==> src/rtl/sertx_pkg.sv <==
package sertx_pkg;

  localparam int DATA_W = 8;
  localparam int REG_W  = 32;

  // Register layout: field positions are decoded by software and by the
  // neighbouring address decoder (dlab), so the order is fixed.
  typedef struct packed {
    logic       dlab;
    logic       brk;
    logic       stick;
    logic       even;
    logic       pen;
    logic       stop2;
    logic [1:0] wls;
  } lcr_t;

  // Format snapshot taken at the start of a frame.
  typedef struct packed {
    logic [1:0] wls;
    logic       stop2;
    logic       pen;
    logic       even;
    logic       stick;
  } fmt_t;

  typedef enum logic [2:0] {
    ST_IDLE, ST_START, ST_DATA, ST_PAR, ST_STOP
  } tx_state_t;

  function automatic fmt_t fmt_of(lcr_t r);
    fmt_t f;
    f.wls   = r.wls;
    f.stop2 = r.stop2;
    f.pen   = r.pen;
    f.even  = r.even;
    f.stick = r.stick;
    return f;
  endfunction

  function automatic int data_bits(logic [1:0] wls);
    return 5 + int'(wls);
  endfunction

  function automatic logic parity_of(fmt_t f, logic [DATA_W-1:0] d);
    logic [DATA_W-1:0] m;
    logic x;
    for (int i = 0; i < DATA_W; i++) m[i] = (i < data_bits(f.wls)) ? d[i] : 1'b0;
    x = ^m;
    if (f.stick) return ~f.even;
    return f.even ? x : ~x;
  endfunction

  function automatic int stop_ticks(fmt_t f, int tpb);
    if (!f.stop2) return tpb;
    if (f.wls == 2'b00) return tpb + tpb / 2;
    return 2 * tpb;
  endfunction

endpackage

==> src/rtl/sertx_lcr.sv <==
module sertx_lcr #(
  parameter int REG_W   = 32,
  parameter int FIELD_W = 8
) (
  input  logic               clk,
  input  logic               rst_n,
  input  logic               we,
  input  logic [REG_W-1:0]   wdata,
  output logic [FIELD_W-1:0] q,
  output logic [REG_W-1:0]   rdata
);
  always_ff @(posedge clk or negedge rst_n) begin
    if (!rst_n)  q <= '0;
    else if (we) q <= wdata[FIELD_W-1:0];
  end

  assign rdata = REG_W'(q);
endmodule

==> src/rtl/sertx_tick_timer.sv <==
module sertx_tick_timer #(
  parameter int CW = 6
) (
  input  logic          clk,
  input  logic          rst_n,
  input  logic          run,
  input  logic          tick,
  input  logic [CW-1:0] limit,
  output logic          done
);
  logic [CW-1:0] cnt;

  assign done = run && tick && (cnt == limit - CW'(1));

  always_ff @(posedge clk or negedge rst_n) begin
    if (!rst_n)       cnt <= '0;
    else if (!run)    cnt <= '0;
    else if (done)    cnt <= '0;
    else if (tick)    cnt <= cnt + CW'(1);
  end
endmodule

==> src/rtl/sertx_frame.sv <==
module sertx_frame
  import sertx_pkg::*;
#(
  parameter int TPB = 16,
  parameter int CW  = 6
) (
  input  logic              clk,
  input  logic              rst_n,
  input  logic              abort,
  input  logic              start,
  input  logic [DATA_W-1:0] data,
  input  fmt_t              fmt_in,
  input  logic              bit_done,
  output logic              busy,
  output logic              line,
  output logic [CW-1:0]     limit,
  output fmt_t              fmt_q
);
  localparam int IW = $clog2(DATA_W);

  tx_state_t         state;
  logic [DATA_W-1:0] shreg;
  logic [IW-1:0]     idx;
  logic              par_q;
  logic              last_data;

  assign last_data = (idx == IW'(data_bits(fmt_q.wls) - 1));

  always_ff @(posedge clk or negedge rst_n) begin
    if (!rst_n) begin
      state <= ST_IDLE;
      shreg <= '0;
      idx   <= '0;
      par_q <= 1'b0;
      fmt_q <= '0;
    end else if (abort) begin
      state <= ST_IDLE;
    end else if (start) begin
      state <= ST_START;
      shreg <= data;
      idx   <= '0;
      fmt_q <= fmt_in;
      par_q <= parity_of(fmt_in, data);
    end else if (bit_done) begin
      unique case (state)
        ST_START: state <= ST_DATA;
        ST_DATA: begin
          shreg <= shreg >> 1;
          if (last_data) state <= fmt_q.pen ? ST_PAR : ST_STOP;
          else           idx   <= idx + IW'(1);
        end
        ST_PAR:  state <= ST_STOP;
        ST_STOP: state <= ST_IDLE;
        default: state <= ST_IDLE;
      endcase
    end
  end

  always_comb begin
    unique case (state)
      ST_START: line = 1'b0;
      ST_DATA:  line = shreg[0];
      ST_PAR:   line = par_q;
      default:  line = 1'b1;
    endcase
  end

  assign busy  = (state != ST_IDLE);
  assign limit = (state == ST_STOP) ? CW'(stop_ticks(fmt_q, TPB)) : CW'(TPB);
endmodule

==> src/rtl/sertx_core.sv <==
module sertx_core
  import sertx_pkg::*;
#(
  parameter int TICKS_PER_BIT = 16
) (
  input  logic              clk,
  input  logic              rst_n,
  input  logic              lcr_we,
  input  logic [REG_W-1:0]  lcr_wdata,
  output logic [REG_W-1:0]  lcr_rdata,
  output logic              dl_access,
  input  logic              baud_tick,
  input  logic              tx_valid,
  input  logic [DATA_W-1:0] tx_data,
  output logic              tx_ready,
  output logic              txd
);
  localparam int CW = $clog2(2 * TICKS_PER_BIT + 1);

  lcr_t          lcr_q;
  logic [7:0]    lcr_bits;
  logic          brk_on;
  logic          frame_start;
  logic          bit_done;
  logic          busy;
  logic          line;
  logic [CW-1:0] limit;
  fmt_t          fmt_q;

  sertx_lcr #(.REG_W(REG_W), .FIELD_W(8)) u_lcr (
    .clk(clk), .rst_n(rst_n), .we(lcr_we), .wdata(lcr_wdata),
    .q(lcr_bits), .rdata(lcr_rdata)
  );
  assign lcr_q = lcr_t'(lcr_bits);

  assign brk_on      = lcr_q.brk;
  assign tx_ready    = !busy && !brk_on;
  assign frame_start = tx_valid && tx_ready;

  sertx_tick_timer #(.CW(CW)) u_timer (
    .clk(clk), .rst_n(rst_n), .run(busy && !brk_on), .tick(baud_tick),
    .limit(limit), .done(bit_done)
  );

  sertx_frame #(.TPB(TICKS_PER_BIT), .CW(CW)) u_frame (
    .clk(clk), .rst_n(rst_n), .abort(brk_on), .start(frame_start),
    .data(tx_data), .fmt_in(fmt_of(lcr_q)), .bit_done(bit_done),
    .busy(busy), .line(line), .limit(limit), .fmt_q(fmt_q)
  );

  assign txd       = brk_on ? 1'b0 : line;
  assign dl_access = lcr_q.dlab;
endmodule

==> config.mk <==
export PLATFORM = sky130hd
export DESIGN_NAME = sertx_core
export DESIGN_NICKNAME = d
export VERILOG_FILES = /design/src/rtl/sertx_pkg.sv /design/src/rtl/sertx_lcr.sv /design/src/rtl/sertx_tick_timer.sv /design/src/rtl/sertx_frame.sv /design/src/rtl/sertx_core.sv
export SDC_FILE = /design/constraint.sdc
export NUM_CORES = 1
export LEC_CHECK = 0
export ABC_AREA = 1
export BUFFER_PORTS_ARGS = -buffer_cell sky130_fd_sc_hd__buf_4
export CORE_UTILIZATION = 50
export DETAILED_ROUTE_END_ITERATION = 8
export GPL_TIMING_DRIVEN = 0
export MAX_ROUTING_LAYER = met4
export PLACE_DENSITY = 0.87
export SYNTH_ARGS = -nofsm -noshare
export SYNTH_HDL_FRONTEND = slang
export SYNTH_SLANG_ARGS = --single-unit
==> constraint.sdc <==
create_clock -name clk -period 2.55 [get_ports clk]
set_clock_uncertainty 0.2 [all_clocks]
set_input_delay 0.1275 -clock clk [delete_from_list [all_inputs] [get_ports clk]]
set_output_delay 0.1275 -clock clk [all_outputs]
set_load 0.02 [all_outputs]
## Word-level counts from Yosys, hierarchy flattened

Cells that the tools add are included.

| storage, ports and cells | value |
|---|---|
| flip-flop bits (word level) | 33 |
| bits of input ports | 45 |
| output and inout bits | 35 |
| word-level logic and storage cells | 91 |

| cells by class | value |
|---|---|
| $add $sub $neg | 6 |
| magnitude comparators | 8 |
| eq/ne operators | 9 |
| multiplexer cells | 39 |
| bitwise gates (word level) | 3 |
| reduce and logical (&&, ||, !) cells | 17 |

Operators by type and width:

| cell | count |
|---|---|
| $lt 4x32->1 const A | 4 |
| $lt 3x32->1 const A | 2 |
| $mux 6 | 6 |
| $lt 1x32->1 const A | 1 |
| $lt 2x32->1 const A | 1 |
| $mux 3 | 9 |
| $mux 8 | 3 |
| $mux 1 | 17 |
| $mux 5 | 2 |
| $pmux 3 s3 | 1 |
| $reduce_xor 8->1 | 1 |
| $add 6x1->6 const B | 1 |
| $eq 3x2->1 const B | 2 |
| $eq 6x6->1 | 1 |
| $reduce_bool 3->1 | 2 |
| $sub 6x1->6 const B | 1 |
| $logic_and 1x1->1 | 5 |
| $add 3x2->4 const A | 1 |
| $ne 4x3->1 const B | 1 |
| $reduce_and 2->1 | 2 |
| $reduce_and 4->1 | 1 |
| $reduce_bool 2->1 | 2 |
| $add 3x1->3 const B | 1 |
| $add 3x2->3 const A | 1 |
| 11 further kinds | 14 |

## Logic depth before layout (Yosys ltp)

Gate-level depths: netlist (run 1).

| depth | value |
|---|---|
| word-level depth | 12 |
| depth in mapped cells | 16 |
| mapped depth without buffers | 16 |

## Cells and area by module

Synthesis (run 1) repeated with hierarchy kept, for this count alone.

| unflattened totals | value |
|---|---|
| cells, all modules | 359 |
| area total of the unflattened synthesis | 2538.7 µm² |

By module, submodules not included:

| module | times used | cells each | area an instance (µm²) | seq. area each (µm²) |
|---|---|---|---|---|
| sertx_frame | 1 | 182 | 1327.5 | 525.5 |
| sertx_tick_timer | 1 | 101 | 623.1 | 150.1 |
| sertx_lcr | 1 | 67 | 549.3 | 200.2 |
| sertx_core | 1 | 9 | 38.8 | 0.0 |

## Worst setup path after synthesis (run 1)

No wires, ideal clock.

| timing path | value |
|---|---|
| path type | register to register |
| start | register u_frame.state[0] |
| end | register u_frame.idx[0] |
| setup time | 117 ps |
| arrival time | 1756 ps |
| data required time | 2233 ps |
| setup slack | 477 ps |
| cell stages (with the launch flop) | 14 |
| path buffers | 0 |
| period minus slack after synthesis | 2073 ps |
| cells stage by stage | dfrtp_1 -> inv_4 -> nand2_4 -> nor2_4 -> nand2_1 -> nor2_1 -> ha_1 -> xor2_1 -> nor2_2 -> nand4_1 -> nand2_4 -> nand3_2 -> nand2_1 -> nand2_1 |

| between the ends | value |
|---|---|
| longest elaborated chain between the ends | 7 |
| elaborated cells on any way between the ends | 17 |
| those cells by class | 1 x add/sub; 4 x eq/ne; 2 x mux; 10 x reduce/logical |

Ends and longest elaborated chain:

| item | RTL line | RTL |
|---|---|---|
| from (decl) | sertx_frame.sv:21 | `tx_state_t state;` |
| from (signal assigned) | sertx_frame.sv:49 | `if (last_data) state <= fmt_q.pen ? ST_PAR : ST_STOP;` |
| $eq 3x3->1 | sertx_frame.sv:69 | `assign limit = (state == ST_STOP) ? CW'(stop_ticks(fmt_q, TPB)) : CW'(TPB);` |
| $mux 6 | sertx_frame.sv:69 |  |
| $sub 6x1->6 | sertx_tick_timer.sv:13 | `assign done = run && tick && (cnt == limit - CW'(1));` |
| $eq 6x6->1 | sertx_tick_timer.sv:13 |  |
| $logic_and 1x1->1 | sertx_tick_timer.sv:13 |  |
| $reduce_bool 2->1 (no source line) | n/a |  |
| $reduce_and 4->1 (no source line) | n/a |  |
| to (signal assigned) | sertx_frame.sv:50 | `else idx <= idx + IW'(1);` |
| to (decl) | sertx_frame.sv:23 | `logic [IW-1:0] idx;` |

Parallel ways exist; a longest one is shown, timed or not.
A chain may end at the register's enable or synchronous reset.

## Worst setup path after layout (run 1)

| timing path | value |
|---|---|
| start | register u_frame.state[0] |
| end | register u_frame.shreg[3] |

| between the ends | value |
|---|---|
| longest elaborated chain between the ends | 7 |
| elaborated cells on any way between the ends | 16 |
| those cells by class | 1 x add/sub; 3 x eq/ne; 2 x mux; 10 x reduce/logical |

Ends and longest elaborated chain:

| item | RTL line | RTL |
|---|---|---|
| $eq 3x3->1 | sertx_frame.sv:69 |  |
| $mux 6 | sertx_frame.sv:69 |  |
| $sub 6x1->6 | sertx_tick_timer.sv:13 |  |
| $eq 6x6->1 | sertx_tick_timer.sv:13 |  |
| $logic_and 1x1->1 | sertx_tick_timer.sv:13 |  |
| $reduce_bool 2->1 (no source line) | n/a |  |
| $reduce_and 3->1 (no source line) | n/a |  |
| to (signal assigned) | sertx_frame.sv:40 | `shreg <= data;` |
| to (signal assigned) | sertx_frame.sv:48 | `shreg <= shreg >> 1;` |
| to (decl) | sertx_frame.sv:22 | `logic [DATA_W-1:0] shreg;` |

Parallel ways exist; a longest one is shown, timed or not.

==> results of run 1 <==
==> worst max path at each step <==
stage | endpoint | depth (start not counted) | start
after CTS | u_frame.idx[0] | 13 | u_frame.state[0]
after global routing | u_frame.idx[1] | 13 | u_frame.state[0]
after global placement | u_frame.idx[1] | 13 | u_frame.state[0]
after detailed placement | u_frame.idx[0] | 13 | u_frame.state[0]
final | u_frame.shreg[3] | 13 | u_frame.state[0]
after floorplan | u_frame.idx[0] | 13 | u_frame.state[0]
==> timing repair <==
action / CTS / global route
setup endpoints to repair: 0 / 0
endpoints found under the hold margin: 43 / 0
resized for setup: 0 / 0
hold buffers: 16 / 0
==> flip-flops by register name, indices dropped and copies added (netlist names) <==
name	cells
u_frame.idx	3
u_timer.cnt	6
u_frame.shreg	8
u_frame.par_q	1
u_frame.state	3
u_frame.fmt_q	4
u_lcr.q	8
==> per-stage QoR <==
step                      area, µm²  power [µW]
after floorplan                2275        1271
after global placement         2570        1438
after detailed placement       2570        1470
after CTS                      2845        1997
after global routing           2845        2125
final                          2845        2015
==> logic make-up (layout without fill, tap and decap cells) <==
logic type,count (synthesis),after routing
flops,33,33
simple gates,145,145
other cells,1,24
mux,1,1
fa+ha+maj,3,3
compound gates,33,33
buf+inv,64,119
xor+xnor,6,6
==> synthesized netlist by cell type <==
cell       number
o21ai_0        14
nor2_2          1
buf_4          26
o31ai_1         1
nand2_2         3
a21oi_1         2
a21oi_2         1
nor2_4          3
nor2_1         12
a41oi_1         1
nand4_1         4
nand2_4         3
nand2_1        79
dfrtp_1        33
xor2_1          6
inv_2           3
ha_1            3
nand3_4         2
a2111oi_0       1
nand3_2         4
nand3_1        32
o22ai_1         3
mux2_2          1
conb_1          1
inv_1          28
clkbuf_1        1
o21ai_1         9
buf_2           1
a22o_1          1
nor3_1          2
inv_4           2
buf_6           3
==> worst register-to-register path, stage by stage (launching register included) <==
cell     delay, ns
dfrtp_1       0.43
inv_4         0.12
nand2_4       0.07
nor2_4        0.10
nand3_2       0.08
inv_1         0.07
ha_1          0.23
xor2_1        0.15
nor2_2        0.15
nand3_2       0.12
nor2_4        0.12
nand3_2       0.19
nand3_1       0.13
nand2_1       0.06
==> power by group through the flow <==
stage                     clock network [µW]  logic, µW  registers [µW]
final                                    505        778             732
after global routing                     530        847             748
after CTS                                506        763             728
after detailed placement                   0        734             736
after global placement                     0        705             733
after floorplan                            0        545             726
==> metal layers <==
metal  vias to the layer above  wire length [µm]  GRT usage
li1                       1029                 -          -
met1                       970              2075     0.2600
met2                        91              2632     0.4473
met3                        13               303    0.05833
met4                         0               124     0.1198
met5                         -                 0          -
==> final cells by class <==
cell class / instances / area [µm²]
Buffer: 31 / 237.7
Clock buffer: 5 / 68.82
Clock inverter: 3 / 46.29
Fill cell: 297 / 1241
Inverter: 33 / 128.9
Multi-Input combinational cell: 212 / 1082
Sequential cell: 33 / 825.8
Tap cell: 50 / 62.56
Timing Repair Buffer: 47 / 392.9
==> key figures, run 1 <==
Outcome
  • Status: finished, final reports clean

Detailed routing
  • Post-route ant nets: 0
  • Initial DRC count: 114
  • Routed Wire Length: 5136 µm
  • Routed WL per cell: 12.41 µm
  • # DRC: 0
  • Vias/cell: 5.080
  • Vias: 2103
  • Pre-antenna DRT Iters: 5

Placement
  • Final RePlAce weighted congestion: 0.8924
  • Port bufs: 31
  • Detailed Place HPWL: 3507 µm
  • Place WS: 0.2512 ns
  • Cells after DPL: 390

Worst setup path
  • WP buf/inv: 2
  • Reg2reg start: u_frame.state[0]
  • Reg2reg path depth: 13
  • Max incr delay on CP: 0.43 ns
  • Worst reg-to-reg setup slack: 0.22 ns
  • CP Data Required Time: 2.53 ns
  • Critical Path End Type: flip-flop
  • RR Endpoint: u_frame.shreg[3]
  • Slowest cell on the critical path: dfrtp_1
  • Startpoint types: flip-flop
  • Crit path max-delay family: simple AND/OR/NAND/NOR gates
  • Crit Path Max Fanout: 7
  • Most frequent CP cell: nand3_2
  • Data arrival, critical path: 2.31 ns
  • WS Path Type: flip-flop to flip-flop
  • CP Cell Sequence: inv_4, nand2_4, nor2_4, nand3_2, inv_1, ha_1, xor2_1, nor2_2, nand3_2, nor2_4, nand3_2, nand3_1, nand2_1

Clock network
  • H-tree Lvls: 2
  • CTS tree: yes
  • CTS sink count: 33
  • Clock latency on the worst-skew pair: 0.29 ns
  • Clk root buf: clkbuf_8
  • Clock buffer depth: 2
  • CTS buffer count: 5
  • Setup bufs post-CTS: 0
  • Worst-path clk slew: 0.07 ns

STA
  • Period utilization: 0.9154
  • Setup TNS Final: 0 ns
  • Min cycle time layout: 2.334 ns
  • Final WS setup: 0.2159 ns
  • Peak Freq: 0.4284 GHz
  • Worst hold margin: 0.01215 ns
  • Unrepaired setup endpoints after global routing: no
  • Max Transition Viols Final: 0
  • Setup violation total in the final timing report: 0
  • Final hold violations: 0

Pwr
  • Seq pwr share: 0.363
  • Worst vdd ir: 0.4999 mV
  • Clk pwr share: 0.251
  • LEAKAGE: 0.001538 µW
  • NetSw: 791.4 µW
  • Sw Share: 0.3927
  • Pint: 1224 µW
  • Comb power frac: 0.386
  • PD cells: 708.4 nW/µm²

Global route
  • Congestion Overflow GR: 0
  • Initial antenna violation count: 0
  • Overall routing resource usage: 0.2520
  • Vias in the first global route: 1974
  • Largest net degree at the start of global routing: 34
  • First-pass GRT wire length: 8349 µm

Min path
  • Hold path startpoint: tx_data[5]
  • Hold WC Path Type: input pin to flip-flop
  • Hold EP: u_frame.shreg[5]
  • Hold Path Stages: 5

Yosys
  • Cell count after synthesis: 286
  • Top cells by area, synth: dfrtp_1 38%, nand2_1 14%, buf_4 8.9%
  • FF+latch count, synth: 33
  • Synth area leader: dfrtp_1
  • Yosys cell types: 32
  • Post-Synth XOR/XNOR Area: 0.02401
  • Largest family of logic cells by synthesized area: simple AND/OR/NAND/NOR gates
  • Simple-Gate Fraction of Synth Area: 0.3219
  • Post-synthesis sequential area ratio: 0.3774
  • Mux contribution to synthesized area: 0.005146
  • Synth Area in Compound Gates: 0.08519
  • Post-Synth Adder-Cell Area: 0.01715
  • Top-area cell type share of the netlist area: 0.3774
  • Synthesized area: 2188 µm²
  • Yosys Warn Count: 0
  • Synthesized area per cell: 7.652 µm²

Cells and area
  • Layout cells sized above 1: 0.2527
  • Synth-to-layout area growth: 30.02%
  • Most frequent cells in the layout: 79 x nand2_1, 57 x buf_4, 33 x dfrtp_1
  • Ant. Diodes: 0
  • Non-filler cells, final: 414
  • Fin nets: 411
  • Post-layout util: 0.6963
  • Commonest non-fill, non-tap cell in the layout: nand2_1

Die
  • CORE AREA: 4086 µm²
  • Die area: 4645 µm²
  • Starting Density: 0.5355
  • Top-level port count: 80
  • Chip width: 68.16 µm
  • Row count: 23
  • Die Height: 68.16 µm

Job
  • Max-cap violations: 0
Note: power is estimated with default switching activity, not from simulation.
==> run 2: changes to the inputs <==
BUFFER_PORTS_ARGS = -buffer_cell sky130_fd_sc_hd__buf_2   (was -buffer_cell sky130_fd_sc_hd__buf_4)
==> key figures, run 2 (synthesized netlist as in run 1, its figures left out) <==
Outcome
  • Status: finished, final reports clean (unchanged)

Global route
  • Initial antenna violation count: 0 (unchanged)
  • Overall routing resource usage: 0.2487 (was 0.2520)
  • Largest net degree at the start of global routing: 34 (unchanged)
  • First-pass GRT wire length: 8176 µm (was 8349 µm)
  • Vias in the first global route: 1901 (was 1974)
  • Congestion Overflow GR: 0 (unchanged)

Pwr
  • Total power: 1878 µW (was 2015 µW)
  • LEAKAGE: 0.001494 µW (was 0.001538 µW)
  • PD cells: 684.5 nW/µm² (was 708.4 nW/µm²)
  • Worst vdd ir: 0.5592 mV (was 0.4999 mV)

Worst setup path
  • WS Path Type: flip-flop to flip-flop (unchanged)
  • Startpoint types: flip-flop (unchanged)
  • Critical Path End Type: flip-flop (unchanged)
  • Crit Path Max Fanout: 7 (unchanged)
  • CP Data Required Time: 2.53 ns (about the same)
  • Data arrival, critical path: 2.27 ns (was 2.31 ns)

Job
  • Max-cap violations: 0 (unchanged)

Placement
  • Area after DPL: 2492 µm² (was 2570 µm²)
  • Port bufs: 31 (unchanged)
  • Place WS: 0.2811 ns (was 0.2512 ns)
  • Final RePlAce weighted congestion: 0.8868 (was 0.8924)
  • Detailed Place HPWL: 3360 µm (was 3507 µm)

Clock network
  • Post-CTS sizing: 0 (unchanged)
  • Setup bufs post-CTS: 0 (unchanged)
  • Clk root buf: clkbuf_8 (unchanged)
  • Clock buffer depth: 2 (unchanged)
  • Clock latency on the worst-skew pair: 0.29 ns (about the same)
  • Worst-path clk slew: 0.08 ns (was 0.07 ns)
  • CTS tree: yes (unchanged)
  • H-tree Lvls: 2 (unchanged)
  • CTS sink count: 33 (unchanged)
  • CTS buffer count: 5 (unchanged)

Detailed routing
  • Routed WL per cell: 11.99 µm (was 12.41 µm)
  • Vias/cell: 4.971 (was 5.080)
  • Routed Wire Length: 4964 µm (was 5136 µm)
  • Vias: 2058 (was 2103)
  • # DRC: 0 (unchanged)
  • Pre-antenna DRT Iters: 4 (was 5)
  • Initial DRC count: 137 (was 114)
  • Post-route ant nets: 0 (unchanged)

STA
  • Unrepaired setup endpoints after global routing: no (unchanged)
  • Min cycle time layout: 2.286 ns (was 2.334 ns)
  • Slew @ Worst Pin: 0.7334 ns
  • Period utilization: 0.8964 (was 0.9154)
  • Setup TNS Final: 0 ns (unchanged)
  • Setup violation total in the final timing report: 0 (unchanged)
  • Final hold violations: 0 (unchanged)
  • Max transition margin: 0.5110
  • Peak Freq: 0.4375 GHz (was 0.4284 GHz)
  • Final WS setup: 0.2643 ns (was 0.2159 ns)
  • Max Transition Viols Final: 0 (unchanged)

Cells and area
  • Commonest non-fill, non-tap cell in the layout: nand2_1 (unchanged)
  • Final Cell Area: 2744 µm² (was 2845 µm²)
  • Fin nets: 411 (unchanged)
  • Top flop regs: u_frame.shreg x8, u_lcr.q x8, u_timer.cnt x6 (unchanged)
  • Most frequent cells in the layout: 79 x nand2_1, 33 x dfrtp_1, 32 x nand3_1, 32 x buf_2, 28 x inv_1 (was 79 x nand2_1, 57 x buf_4, 33 x dfrtp_1)
  • Filler cells: 304 (was 297)
  • Multi-input gate area: 1082 µm² (unchanged)
  • Seq. cell area: 825.8 µm² (unchanged)
  • Layout cells sized above 1: 0.2527 (unchanged)
  • Ant. Diodes: 0 (unchanged)
  • Synth-to-layout area growth: 25.39% (was 30.02%)

Min path
  • Hold WC Path Type: input pin to flip-flop (unchanged)

Die
  • Starting Density: 0.5355 (unchanged)
  • Die Height: 68.16 µm (unchanged)
  • CORE AREA: 4086 µm² (unchanged)
  • Top-level port count: 80 (unchanged)
  • Chip width: 68.16 µm (unchanged)
  • Row count: 23 (unchanged)
  • Die area: 4645 µm² (unchanged)
==> run 2: changes by cell type in the layout (fill, tap and decap cells not counted), sizes merged <==
cell      delta
bufinv       -1
clkinv       -1
clkinvlp     +2
==> run 2: repair_timing <==
item / 4_1_cts / 5_1_grt
hold buffers: 16 / 0
setup endpoints to repair: 0 / 0
endpoints found under the hold margin: 44 / 0
==> run 2: worst max-delay path, cell delays in order (launching register included) <==
cell and delay [ns]:
dfrtp_1 0.42, inv_4 0.11, nand2_4 0.07, nor2_4 0.10, nand2_1 0.06, nor2_1 0.09, ha_1 0.24, xor2_1 0.15
nor2_2 0.15, nand3_2 0.12, nor2_4 0.13, nand3_2 0.16, nand3_1 0.12, nand2_1 0.06
==> run 2: per-layer routing <==
metal | up-vias | global-route usage | part of all wire
li1 | 1027 | - | -
met1 | 926 | 0.2736 | 0.40
met2 | 88 | 0.4154 | 0.50
met3 | 17 | 0.05000 | 0.062
met4 | 0 | 0.1432 | 0.032
met5 | - | - | 0
==> run 2: stage by stage <==
stage	utilization	cells	hold WS, ns
5_1_grt	0.6715	414	0.06674
6_report	0.6715	414	0.03490
3_3_place_gp	0.6099	390	0.02564
3_5_place_dp	0.6099	390	0.03517
4_1_cts	0.6715	414	0.01932
2_1_floorplan	-	309	-0.3681
==> run 2: final timing paths <==
path	startpoint	to	slack (ns)	cells past startpoint
min reg2reg	u_frame.shreg[2]	u_frame.shreg[2]	0.30	2
min in group asynchronous	rst_n	u_lcr.q[2]	0.24	2
max reg2reg	u_frame.state[0]	u_frame.shreg[3]	0.26	13
min	tx_data[5]	u_frame.shreg[5]	0.03	5
max	u_frame.state[0]	u_frame.shreg[3]	0.26	13
max in group asynchronous	rst_n	u_frame.shreg[2]	1.45	2
==> run 2: layout make-up <==
cell class              instances  share of cell area
multi-input cells             212              0.3944
flip-flops and latches         33              0.3010
repair buffers                 47              0.1149
plain buffers                  31             0.08664
inverters                      33             0.04697
clock buffers                   5             0.02508
well taps                      50             0.02280
clock inverters                 3            0.008208
==> run 2: where the power goes <==
group	switching (µW)	total [µW]	leakage [µW]	internal, µW
clock network	217	408	0.0000364	191
logic	469	742	0.00103	273
registers	92.5	728	0.000432	635
